===== src/rtl/cfgport_pkg.sv =====
package cfgport_pkg;

  typedef struct packed {
    logic       regWr;
    logic [7:0] regIdx;
    logic [7:0] wrData;
  } cfgStrobe_t;

  typedef enum logic [1:0] {
    ST_LOCKED = 2'd0,
    ST_HALF   = 2'd1,
    ST_OPEN   = 2'd2
  } lockState_t;

  localparam logic [7:0] EXIT_CODE    = 8'hAA;
  localparam logic [7:0] IDX_DEVNUM   = 8'h07;
  localparam logic [7:0] IDX_ID_HI    = 8'h20;
  localparam logic [7:0] IDX_ID_LO    = 8'h21;
  localparam logic [7:0] IDX_CLKSEL   = 8'h25;
  localparam logic [7:0] IDX_ENABLE   = 8'h30;
  localparam logic [7:0] IDX_FIFOMODE = 8'hF6;

  function automatic logic [7:0] keyFromStrap(input logic [1:0] sel);
    case (sel)
      2'b00:   keyFromStrap = 8'h77;
      2'b01:   keyFromStrap = 8'hA0;
      2'b10:   keyFromStrap = 8'h87;
      default: keyFromStrap = 8'h67;
    endcase
  endfunction

endpackage


===== src/rtl/cfgport_ctrl.sv =====
module cfgport_ctrl
  import cfgport_pkg::*;
#(
  parameter int ADDR_W = 16
) (
  input  logic              clk,
  input  logic              rstN,
  input  logic              strapPortSel,
  input  logic [1:0]        strapKey,
  input  logic [ADDR_W-1:0] ioAddr,
  input  logic [7:0]        ioWrData,
  input  logic              ioWr,
  input  logic              ioRd,
  input  logic [7:0]        regRdData,
  output cfgStrobe_t        strobe,
  output logic [7:0]        ioRdData,
  output logic              cfgUnlocked,
  output logic [ADDR_W-1:0] idxAddr,
  output logic [ADDR_W-1:0] dataAddr,
  output logic [7:0]        keyByte
);

  localparam logic [ADDR_W-1:0] IDX_PAIR1 = ADDR_W'('h2E);
  localparam logic [ADDR_W-1:0] IDX_PAIR0 = ADDR_W'('h4E);

  logic       strapDone;
  logic       portSelQ;
  logic [1:0] keySelQ;
  lockState_t state;
  logic [7:0] idxQ;
  logic       hitIdx;
  logic       hitData;
  logic       isKey;

  // straps captured once, on the first clock after reset release
  always_ff @(posedge clk or negedge rstN) begin
    if (!rstN) begin
      strapDone <= 1'b0;
      portSelQ  <= 1'b1;
      keySelQ   <= 2'b11;
    end else if (!strapDone) begin
      strapDone <= 1'b1;
      portSelQ  <= strapPortSel;
      keySelQ   <= strapKey;
    end
  end

  assign idxAddr  = portSelQ ? IDX_PAIR1 : IDX_PAIR0;
  assign dataAddr = idxAddr + ADDR_W'(1);
  assign keyByte  = keyFromStrap(keySelQ);

  assign hitIdx  = (ioAddr == idxAddr);
  assign hitData = (ioAddr == dataAddr);
  assign isKey   = hitIdx && (ioWrData == keyByte);

  always_ff @(posedge clk or negedge rstN) begin
    if (!rstN) begin
      state <= ST_LOCKED;
      idxQ  <= 8'h00;
    end else if (ioWr) begin
      case (state)
        ST_LOCKED: if (isKey) state <= ST_HALF;
        ST_HALF:   state <= isKey ? ST_OPEN : ST_LOCKED;
        ST_OPEN: begin
          if (hitIdx) begin
            if (ioWrData == EXIT_CODE) state <= ST_LOCKED;
            else                       idxQ  <= ioWrData;
          end
        end
        default:   state <= ST_LOCKED;
      endcase
    end
  end

  assign cfgUnlocked = (state == ST_OPEN);

  always_comb begin
    strobe.regWr  = ioWr && hitData && cfgUnlocked;
    strobe.regIdx = idxQ;
    strobe.wrData = ioWrData;
  end

  always_comb begin
    ioRdData = 8'hFF;
    if (ioRd && cfgUnlocked) begin
      if (hitIdx)       ioRdData = idxQ;
      else if (hitData) ioRdData = regRdData;
    end
  end

endmodule


===== src/rtl/cfgport_regs.sv =====
module cfgport_regs
  import cfgport_pkg::*;
#(
  parameter int         NDEV  = 4,
  parameter logic [7:0] ID_HI = 8'h5A,
  parameter logic [7:0] ID_LO = 8'hC3
) (
  input  logic              clk,
  input  logic              rstN,
  input  cfgStrobe_t        strobe,
  output logic [7:0]        regRdData,
  output logic [7:0]        clkSel,
  output logic [NDEV-1:0]   devEnable,
  output logic [8*NDEV-1:0] devFifoMode
);

  localparam int         SEL_W  = (NDEV > 1) ? $clog2(NDEV) : 1;
  localparam logic [7:0] NDEV_B = 8'(NDEV);

  logic [7:0]       devNumQ;
  logic [7:0]       clkSelQ;
  logic [NDEV-1:0]  enQ;
  logic [7:0]       fifoQ [NDEV];
  logic             bankValid;
  logic [SEL_W-1:0] bankSel;

  assign bankValid = (devNumQ < NDEV_B);
  assign bankSel   = devNumQ[SEL_W-1:0];

  always_ff @(posedge clk or negedge rstN) begin
    if (!rstN) begin
      devNumQ <= 8'h00;
      clkSelQ <= 8'h00;
    end else if (strobe.regWr) begin
      if (strobe.regIdx == IDX_DEVNUM) devNumQ <= strobe.wrData;
      if (strobe.regIdx == IDX_CLKSEL) clkSelQ <= strobe.wrData;
    end
  end

  for (genvar d = 0; d < NDEV; d++) begin : g_bank
    logic bankWr;
    assign bankWr = strobe.regWr && bankValid && (bankSel == SEL_W'(d));

    always_ff @(posedge clk or negedge rstN) begin
      if (!rstN) begin
        enQ[d]   <= 1'b0;
        fifoQ[d] <= 8'h00;
      end else if (bankWr) begin
        if (strobe.regIdx == IDX_ENABLE)   enQ[d]   <= strobe.wrData[0];
        if (strobe.regIdx == IDX_FIFOMODE) fifoQ[d] <= strobe.wrData;
      end
    end

    assign devFifoMode[8*d +: 8] = fifoQ[d];
  end

  assign devEnable = enQ;
  assign clkSel    = clkSelQ;

  always_comb begin
    regRdData = 8'h00;
    case (strobe.regIdx)
      IDX_DEVNUM:   regRdData = devNumQ;
      IDX_ID_HI:    regRdData = ID_HI;
      IDX_ID_LO:    regRdData = ID_LO;
      IDX_CLKSEL:   regRdData = clkSelQ;
      IDX_ENABLE:   if (bankValid) regRdData = {7'b0, enQ[bankSel]};
      IDX_FIFOMODE: if (bankValid) regRdData = fifoQ[bankSel];
      default:      regRdData = 8'h00;
    endcase
  end

endmodule


===== src/rtl/cfgport_top.sv =====
module cfgport_top
  import cfgport_pkg::*;
#(
  parameter int         ADDR_W = 16,
  parameter int         NDEV   = 4,
  parameter logic [7:0] ID_HI  = 8'h5A,
  parameter logic [7:0] ID_LO  = 8'hC3
) (
  input  logic              clk,
  input  logic              rstN,
  input  logic              strapPortSel,
  input  logic [1:0]        strapKey,
  input  logic [ADDR_W-1:0] ioAddr,
  input  logic [7:0]        ioWrData,
  input  logic              ioWr,
  input  logic              ioRd,
  output logic [7:0]        ioRdData,
  output logic              cfgUnlocked,
  output logic [7:0]        clkSel,
  output logic [NDEV-1:0]   devEnable,
  output logic [8*NDEV-1:0] devFifoMode
);

  cfgStrobe_t        strobe;
  logic [7:0]        regRdData;
  logic [ADDR_W-1:0] idxAddr;
  logic [ADDR_W-1:0] dataAddr;
  logic [7:0]        keyByte;

  cfgport_ctrl #(.ADDR_W(ADDR_W)) uCtrl (
    .clk         (clk),
    .rstN        (rstN),
    .strapPortSel(strapPortSel),
    .strapKey    (strapKey),
    .ioAddr      (ioAddr),
    .ioWrData    (ioWrData),
    .ioWr        (ioWr),
    .ioRd        (ioRd),
    .regRdData   (regRdData),
    .strobe      (strobe),
    .ioRdData    (ioRdData),
    .cfgUnlocked (cfgUnlocked),
    .idxAddr     (idxAddr),
    .dataAddr    (dataAddr),
    .keyByte     (keyByte)
  );

  cfgport_regs #(.NDEV(NDEV), .ID_HI(ID_HI), .ID_LO(ID_LO)) uRegs (
    .clk        (clk),
    .rstN       (rstN),
    .strobe     (strobe),
    .regRdData  (regRdData),
    .clkSel     (clkSel),
    .devEnable  (devEnable),
    .devFifoMode(devFifoMode)
  );

endmodule


===== config.mk =====
export PLATFORM = sky130hd
export DESIGN_NAME = cfgport_top
export DESIGN_NICKNAME = d
export VERILOG_FILES = /design/src/rtl/cfgport_pkg.sv /design/src/rtl/cfgport_ctrl.sv /design/src/rtl/cfgport_regs.sv /design/src/rtl/cfgport_top.sv
export SDC_FILE = /design/constraint.sdc
export NUM_CORES = 1
export LEC_CHECK = 0
export BUFFER_PORTS_ARGS = -buffer_cell sky130_fd_sc_hd__buf_4
export CAP_MARGIN = 20
export CORE_MARGIN = 5
export CORE_UTILIZATION = 53
export DETAILED_ROUTE_END_ITERATION = 6
export PLACE_DENSITY = 0.78
export SYNTH_ARGS = -nofsm -noshare
export SYNTH_HDL_FRONTEND = slang
export SYNTH_SLANG_ARGS = --single-unit

===== constraint.sdc =====
create_clock -name clk -period 2.6 [get_ports clk]
set_input_delay 0.52 -clock clk [delete_from_list [all_inputs] [get_ports clk]]
set_output_delay 0.52 -clock clk [all_outputs]
set_load 0.02 [all_outputs]

-- After elaboration in Yosys (flattened, before gate mapping)
Index checks and enable logic that the tools add are counted.
- output and inout port bits: 53
- input bits: 31
- register bits after elaboration: 66
- logic and storage cells: 83
- reductions and logical operators: 24
- equality and inequality tests: 20
- add/subtract/negate cells: 1
- bitwise operators: 2
- mux-type cells: 18
- order comparisons: 3
- operator list (operator ; count):
    2-to-1 mux 8 bit ; 6
    case mux 8 bit (6 select lines) ; 1
    equality test 16 bit ; 2
    equality test 8 x 6 -> 1 bit, second input constant ; 4
    case mux 8 bit (3 select lines) ; 1
    AND reduction 2 bit ; 10
    adder 16 x 1 -> 16 bit, second input constant ; 1
    binary-select mux 8 bit (select 2 bit) ; 1
    equality test 8 bit, second input constant ; 2
    logical AND 1 bit ; 9
    equality test 2 bit, second input constant ; 4
    equality test 8 x 3 -> 1 bit, second input constant ; 1
    equality test 8 bit ; 1
    < comparator 8 x 3 -> 1 bit, second input constant ; 1
    2-to-1 mux 2 bit ; 4
    AND reduction 4 bit ; 2
    2-to-1 mux 7 bit ; 1
    equality test 2 x 1 -> 1 bit, second input constant ; 3
    zero test 2 bit ; 3
    case mux 2 bit (3 select lines) ; 1
    inequality test 2 bit, second input constant ; 2
    greater-or-equal comparator 3 bit, second input constant ; 1
    < comparator 2 x 3 -> 1 bit, second input constant ; 1
    NOT 2 -> 3 bit ; 1
    4 further kinds ; 5

-- Logic depth before layout (Yosys ltp)
Gate-level depths: netlist of the first run.
- depth in word-level cells: 9
- mapped depth: 7
- mapped depth without buffers: 7

-- By module
From an unflattened synthesis of the first run, not the netlist that was laid out.
- cells, all modules: 311
- area total of the unflattened synthesis: 3806.2 um^2
- modules (own cells, without submodules) (module ; instances ; cells each ; area an instance (um^2) ; seq. area each (um^2)):
    cfgport_regs ; 1 ; 181 ; 2583.7 ; 1301.2
    cfgport_ctrl ; 1 ; 130 ; 1222.4 ; 354.1

-- Least setup slack after synthesis of the first run
Ideal clock, no wire load.
- path kind: register to output
- from: reg uRegs.devNumQ[6]
- to: out ioRdData[0]
- stages on the path, launching flop included: 6
- buffers on the path: 0
- arrival: 2.183 ns
- required time: 2.080 ns
- slack: -0.103 ns
- cells stage by stage: dfrtp_1 or4_1 or4_1 nand2b_1 a32oi_1 a2bb2oi_1
- longest elaborated chain between the ends: 6
- elaborated cells on any way between the ends: 7
- those cells by class: order compare: 1; mux: 6
- RTL lines (what ; line ; text):
    from (decl) ; cfgport_regs.sv:20 ; logic [7:0] devNumQ;
    from (signal assigned) ; cfgport_regs.sv:35 ; if (strobe.regIdx == IDX_DEVNUM) devNumQ <= strobe.wrData;
    < comparator 8 x 3 -> 1 bit * ; cfgport_regs.sv:27 ; assign bankValid = (devNumQ < NDEV_B);
    2-to-1 mux 8 bit or 2-to-1 mux 1 bit (tied branches) ; cfgport_regs.sv:68, cfgport_regs.sv:67 ;
    case mux 8 bit (6 select lines) * ; cfgport_regs.sv:62 ; case (strobe.regIdx)
    2-to-1 mux 8 bit * ; cfgport_ctrl.sv:87 ; else if (hitData) ioRdData = regRdData;
    2-to-1 mux 8 bit * ; cfgport_ctrl.sv:86 ; if (hitIdx) ioRdData = idxQ;
    2-to-1 mux 8 bit * ; cfgport_ctrl.sv:85 ; if (ioRd && cfgUnlocked) begin
    to (decl) ; cfgport_top.sv:17 ; output logic [7:0] ioRdData,
Every way passes the cells marked *; elsewhere a longest branch is shown, timed or not.

-- Final worst setup path of the first run
- from: reg uRegs.devNumQ[7]
- to: out ioRdData[6]
- longest elaborated chain between the ends: 6
- RTL lines (what ; line ; text):
    < comparator 8 x 3 -> 1 bit ; cfgport_regs.sv:27 ;
    2-to-1 mux 8 bit ; cfgport_regs.sv:68 ; IDX_FIFOMODE: if (bankValid) regRdData = fifoQ[bankSel];
    case mux 8 bit (6 select lines) ; cfgport_regs.sv:62 ;
    2-to-1 mux 8 bit ; cfgport_ctrl.sv:87 ;
    2-to-1 mux 8 bit ; cfgport_ctrl.sv:86 ;
    2-to-1 mux 8 bit ; cfgport_ctrl.sv:85 ;
No other way between the ends.

==> impl_metrics.ini, run 1 <==
[logic_synthesis]
yosys_register_bits = 66
synthTopCellsByArea = dfrtp_1 (47%), mux2_2 (18%), mux4_2 (6.0%)
ys_warn_count = 0
synth_area_per_cell_um2 = 12.6
synth_nets = 300
synth-seq-area-share_pct = 49.2
synthArstFlopShare_pct = 100
ys_types = 49
synth-edff-count = 0
yosysMostFrequentCell = dfrtp_1
syn_inst = 266
synth.top_cells.by_count = dfrtp_1 (63), mux2_2 (54), nor2_1 (20)
ys.flop_type = dfrtp_1
syn-cell-area_mm2 = 0.00336
synth_top_area_share_pct = 46.9
yosysTopAreaCell = dfrtp_1

[sta]
min_period_ps = 2880
fmax_mhz = 347
drv_slew = 0
finalSetupViolCount = 8
rsz0062_at_grt = true
fin_skew_ps = 14.0
worst_slew_pin_slew_ps = 816
fin_crit_sh_pct = 111
final_hold_viol_count = 0
max-slew-margin-rel_pct = 45.6
fin_ws_ps = -281
holdWs_ps = 242

[clock_tree]
numCtsBuffers = 9
clkTransAtPathRegs_ps = 80
ctsHoldBuffers = 0
h-tree-depth = 3
clkSinkCount = 66
cts_tree = built
clk_latency_ps = 350
cts-root-buf = clkbuf_8
clockBufferDepth = 2

[worst_setup_path]
start_kind = flip-flop
reg2regPathDepth = 8
crit_type = flip-flop to output port
worst-r2r-setup-slack_ps = 80
arrival_ps = 2360
critPathCaptureType = output port
r2r-start = uRegs.devNumQ[7]$_DFFE_PN0P_
reg2reg_to = uRegs.devFifoMode[30]$_DFFE_PN0P_
crit_path_max_fanout = 7
crit_required_ps = 2080

[global_route]
grt_pass1_wl_um = 14200
grt_max_degree = 67
overflow = 0
grt_pass1_vias = 2859
antenna_found_initial = 0
track_usage_pct = 24.0

[route]
ant_nets = 0
drt_iter0_markers = 350
routedWlPerCell_um = 19.8
detail_route.wirelength_um = 9160
remaining_drc_errors = 0
vias_per_cell = 5.96
drtPass1Iterations = 5
num_vias = 2755

[layout]
fin_area_mm2 = 0.00464
fill_cells = 403
n_antenna_cell = 0
syn_to_final_growth_pct = 37.9
fin_nets = 414
layout-drive-gt1-share_pct = 56.9

[floorplanning]
num_rows = 29
coreArea_mm2 = 0.00628
die_w_um = 89.7
dieArea_mm2 = 0.00804
die_y_um = 89.7
initial_core_util_pct = 53.6
pin_count = 84

[placement]
placed_cell_area_mm2 = 0.00425
port_buffers = 83
dp_hpwl_um = 6270
gp_congestion = 0.893

[flow_run]
drv_cap = 0

[run_status]
violations = negative setup slack
status = complete, but fails checks

[power_and_ir_drop]
powerDensity_mw_per_mm2 = 466
power.leakage_uw = 0.00238
vdd_drop_max_mv = 0.499

[min_path]
hp-class = input port to asynchronous set/reset pin
registers in the layout, indices dropped and copies added (netlist names):
| signal | flops |
|---|---|
| uRegs.clkSel | 8 |
| uCtrl.state | 2 |
| uCtrl.keySelQ | 2 |
| uCtrl.portSelQ | 1 |
| uCtrl.idxQ | 8 |
| uRegs.devFifoMode | 32 |
| uRegs.devNumQ | 8 |
| uCtrl.strapDone | 1 |
| uRegs.devEnable | 4 |
layout by cell type (no fill, tap or decap), types with 4 or more instances in the layout:
master,n
buf_4,106
dfrtp_1,60
mux2_2,54
nor2_1,20
nand2_1,11
clkbuf_8,11
mux4_2,9
mux2_1,8
inv_1,6
a21oi_1,6
nand3_1,5
and3_1,4
nand4_1,4
report_power, final:
part / internal (uW) / switching, uW / total (uW)
logic: 47.1 / 61.4 / 108
clock network: 596 / 420 / 1020
registers: 1030 / 4.53 / 1040
total: 1680 / 485 / 2160
metal layers:
metal | vias up | track usage (%) | part of all wire (%)
met3 | 18 | 7.85 | 8.8
li1 | 1241 | - | -
met2 | 133 | 38.7 | 50
met5 | - | 0 | 0
met4 | 0 | 9.47 | 2.4
met1 | 1363 | 30.1 | 39
cells by family after synthesis:
kind of cell               count (synthesis)  share of synthesized area (%)
other                                      1                          0.111
muxes                                     73                           27.4
xor gates and xnor gates                   2                          0.521
and+or+nand+nor                           84                           15.3
buffers and inverters                     14                           1.64
adders and majority gates                  3                           1.12
AOI/OAI and AO/OA                         23                           4.72
DFF                                       66                           49.2
worst max-delay path by stage:
stage,from,to,cells past startpoint
after floorplan,uRegs.devNumQ[6]$_DFFE_PN0P_,ioRdData[0],5
after global placement,uRegs.devNumQ[6]$_DFFE_PN0P_,ioRdData[0],6
after detailed placement,uRegs.devNumQ[6]$_DFFE_PN0P_,ioRdData[0],6
after CTS,uRegs.devNumQ[6]$_DFFE_PN0P_,ioRdData[0],6
after global routing,uRegs.devNumQ[5]$_DFFE_PN0P_,ioRdData[0],6
final,uRegs.devNumQ[7]$_DFFE_PN0P_,ioRdData[6],6
worst max-delay path: stages, from the launching register on:
cell     delay (ps)
dfrtp_1         400
or4_4           540
nor4_4          340
buf_6           190
a22oi_1          90
a31oi_1         250
buf_4           200
through the flow:
| step | TNS (ps) | total power [uW] | cells | setup slack [ps] | util [%] |
|---|---|---|---|---|---|
| after floorplan | 0 | 1090 | 266 | 16.3 | - |
| after global placement | -44.1 | 1170 | 440 | -44.1 | 67.7 |
| after detailed placement | -54.9 | 1170 | 440 | -54.9 | 67.7 |
| after CTS | -1590 | 2170 | 459 | -266 | 72.6 |
| after global routing | -2100 | 2240 | 462 | -331 | 73.9 |
| final | -1620 | 2160 | 462 | -281 | 73.9 |
timing repair:
item,in CTS,in global routing
pin swaps,3,7
setup endpoints to repair,8,8
resized for setup,8,13
setup buffers,3,3
endpoints found under the hold margin,0,0
cell type report:
cell class	count	area [um^2]	area share, %
Clock buffer	11	151	3.26
Clock inverter	5	83.8	1.81
Inverter	6	22.5	0.485
Multi-Input combinational cell	186	1760	37.9
Sequential cell	66	1660	35.8
Tap cell	77	96.3	2.08
Timing Repair Buffer	111	870	18.7
(Power assumes the default switching activity.)
==> inputs of run 2 (changes only) <==
--- a/config.mk
+++ b/config.mk
@@ -11,6 +11,7 @@
 export CORE_UTILIZATION = 53
 export DETAILED_ROUTE_END_ITERATION = 6
 export PLACE_DENSITY = 0.78
+export REMOVE_ABC_BUFFERS = 1
 export SYNTH_ARGS = -nofsm -noshare
 export SYNTH_HDL_FRONTEND = slang
 export SYNTH_SLANG_ARGS = --single-unit
==> run 2 against run 1 <==
Against the previous run:
- the flow still finishes with violations (negative setup slack)
- worst setup slack got worse by 6.0 ps
- combinational power about the same
- clock power grew 5%
- non-clock buffer count down 2
- sequential share of layout area about the same
==> impl_metrics.ini, run 2 (same netlist as run 1, synthesis figures left out) <==
[run_status]
status = complete, but fails checks
violations = negative setup slack

[worst_setup_path]
reg2reg_to = uRegs.devFifoMode[2]$_DFFE_PN0P_
r2r-start = uRegs.devNumQ[5]$_DFFE_PN0P_
crit_required_ps = 2080
critPathCaptureType = output port
arrival_ps = 2370
reg2regPathDepth = 6
crit_type = flip-flop to output port
start_kind = flip-flop
worst-r2r-setup-slack_ps = 250
crit_path_max_fanout = 2

[route]
ant_nets = 0
drtPass1Iterations = 5
routedWlPerCell_um = 19.1
num_vias = 2671
vias_per_cell = 5.81
remaining_drc_errors = 0
detail_route.wirelength_um = 8780
drt_iter0_markers = 177

[sta]
min_period_ps = 2890
fin_skew_ps = 8.05
fmax_mhz = 346
finalSetupViolCount = 8
drv_slew = 0
fin_crit_sh_pct = 111
rsz0062_at_grt = true
fin_ws_ps = -287
worst_slew_pin_slew_ps = 825
max-slew-margin-rel_pct = 45.0
fin_tns_setup_ps = -1220
final_hold_viol_count = 0

[layout]
largest_reg_flops = 32
final_core_util_pct = 73.9
syn_to_final_growth_pct = 37.9
fill_cells = 423
seq_area_mm2 = 0.00166
stdcell_count = 460
layout_common_cells = buf_4 (103), dfrtp_1 (61), mux2_2 (54)
multi_input_area_mm2 = 0.00176
final_common_cell = buf_4
n_antenna_cell = 0
fin_nets = 412
layout-drive-gt1-share_pct = 56.4

[floorplanning]
pin_count = 84
die_w_um = 89.7
dieArea_mm2 = 0.00804
num_rows = 29
initial_core_util_pct = 53.6
die_y_um = 89.7
coreArea_mm2 = 0.00628

[global_route]
overflow = 0
grt_pass1_vias = 2700
antenna_found_initial = 0
grt_max_degree = 67
grt_pass1_wl_um = 13600
track_usage_pct = 22.6

[clock_tree]
clkTransAtPathRegs_ps = 70
cts-root-buf = clkbuf_8
numCtsBuffers = 9
cts_tree = built
clkSinkCount = 66
clk_latency_ps = 340
clockBufferDepth = 2
h-tree-depth = 3

[placement]
post-place-ws_ps = -98.1
port_buffers = 83
gp_congestion = 0.923
dp.cells = 442
dp_hpwl_um = 6110

[power_and_ir_drop]
powerDensity_mw_per_mm2 = 479
vdd_drop_max_mv = 0.403
power.leakage_uw = 0.00239

[min_path]
hp-class = input port to asynchronous set/reset pin

[flow_run]
drv_cap = 0
[run 2: changes by cell type in the layout (fill, tap and decap cells not counted), sizes merged]
cell and change:
clkinvlp -2, clkinv +3, bufinv +1, buf -2
clkbuf -2
[run 2: power by group]
part	internal [uW]	switching, uW	leakage [uW]
Combinational	46.8	60.6	0.00136
Sequential	1030	4.68	0.000901
Clock	645	429	0.000124
[run 2: timing repair]
| item | 4_1_cts | 5_1_grt |
|---|---|---|
| resized for setup | 5 | 18 |
| pin swaps | 4 | 13 |
| endpoints found under the setup margin | 8 | 8 |
| setup buffers | 2 | 0 |
| hold buffers | 0 | 0 |
[run 2: worst max path at each step]
stage	start	to	slack, ps	cells past startpoint
floorplan	uRegs.devNumQ[6]$_DFFE_PN0P_	ioRdData[0]	-560	5
global placement	uRegs.devNumQ[6]$_DFFE_PN0P_	ioRdData[0]	-70	6
detailed placement	uRegs.devNumQ[6]$_DFFE_PN0P_	ioRdData[0]	-100	6
CTS	uRegs.devNumQ[5]$_DFFE_PN0P_	ioRdData[0]	-310	6
global route	uRegs.devNumQ[5]$_DFFE_PN0P_	ioRdData[0]	-350	6
finish	uRegs.devNumQ[5]$_DFFE_PN0P_	ioRdData[0]	-290	6
[run 2: through the flow]
step,area [um^2],total power [uW],hold WS (ps)
2_1_floorplan,3330,1090,224
3_3_place_gp,4260,1170,496
3_5_place_dp,4260,1170,506
4_1_cts,4550,2240,304
5_1_grt,4640,2300,344
6_report,4640,2220,258
[run 2: per-layer routing]
metal	part of all wire (%)	track usage [%]	up-vias	wire, um
met3	7.4	6.11	12	646
met1	41	29.8	1342	3620
li1	-	-	1224	-
met2	50	37.4	93	4420
met4	1.1	5.14	0	93
met5	0	0	-	0
[run 2: area by class of cell]
type                    instances  area share, %
clock buffers                   9           2.67
clock inverters                 7           2.70
inverters                       6          0.485
multi-input cells             186           37.8
flip-flops and latches         66           35.7
well taps                      77           2.08
repair buffers                109           18.5
[run 2: critical path, cell delays in order (launching register included)]
cell and delay [ps]:
dfrtp_1 380, or4_4 570, or4_4 430, nand2b_4 160, a32oi_2 180, a2bb2oi_2 180
buf_6 140
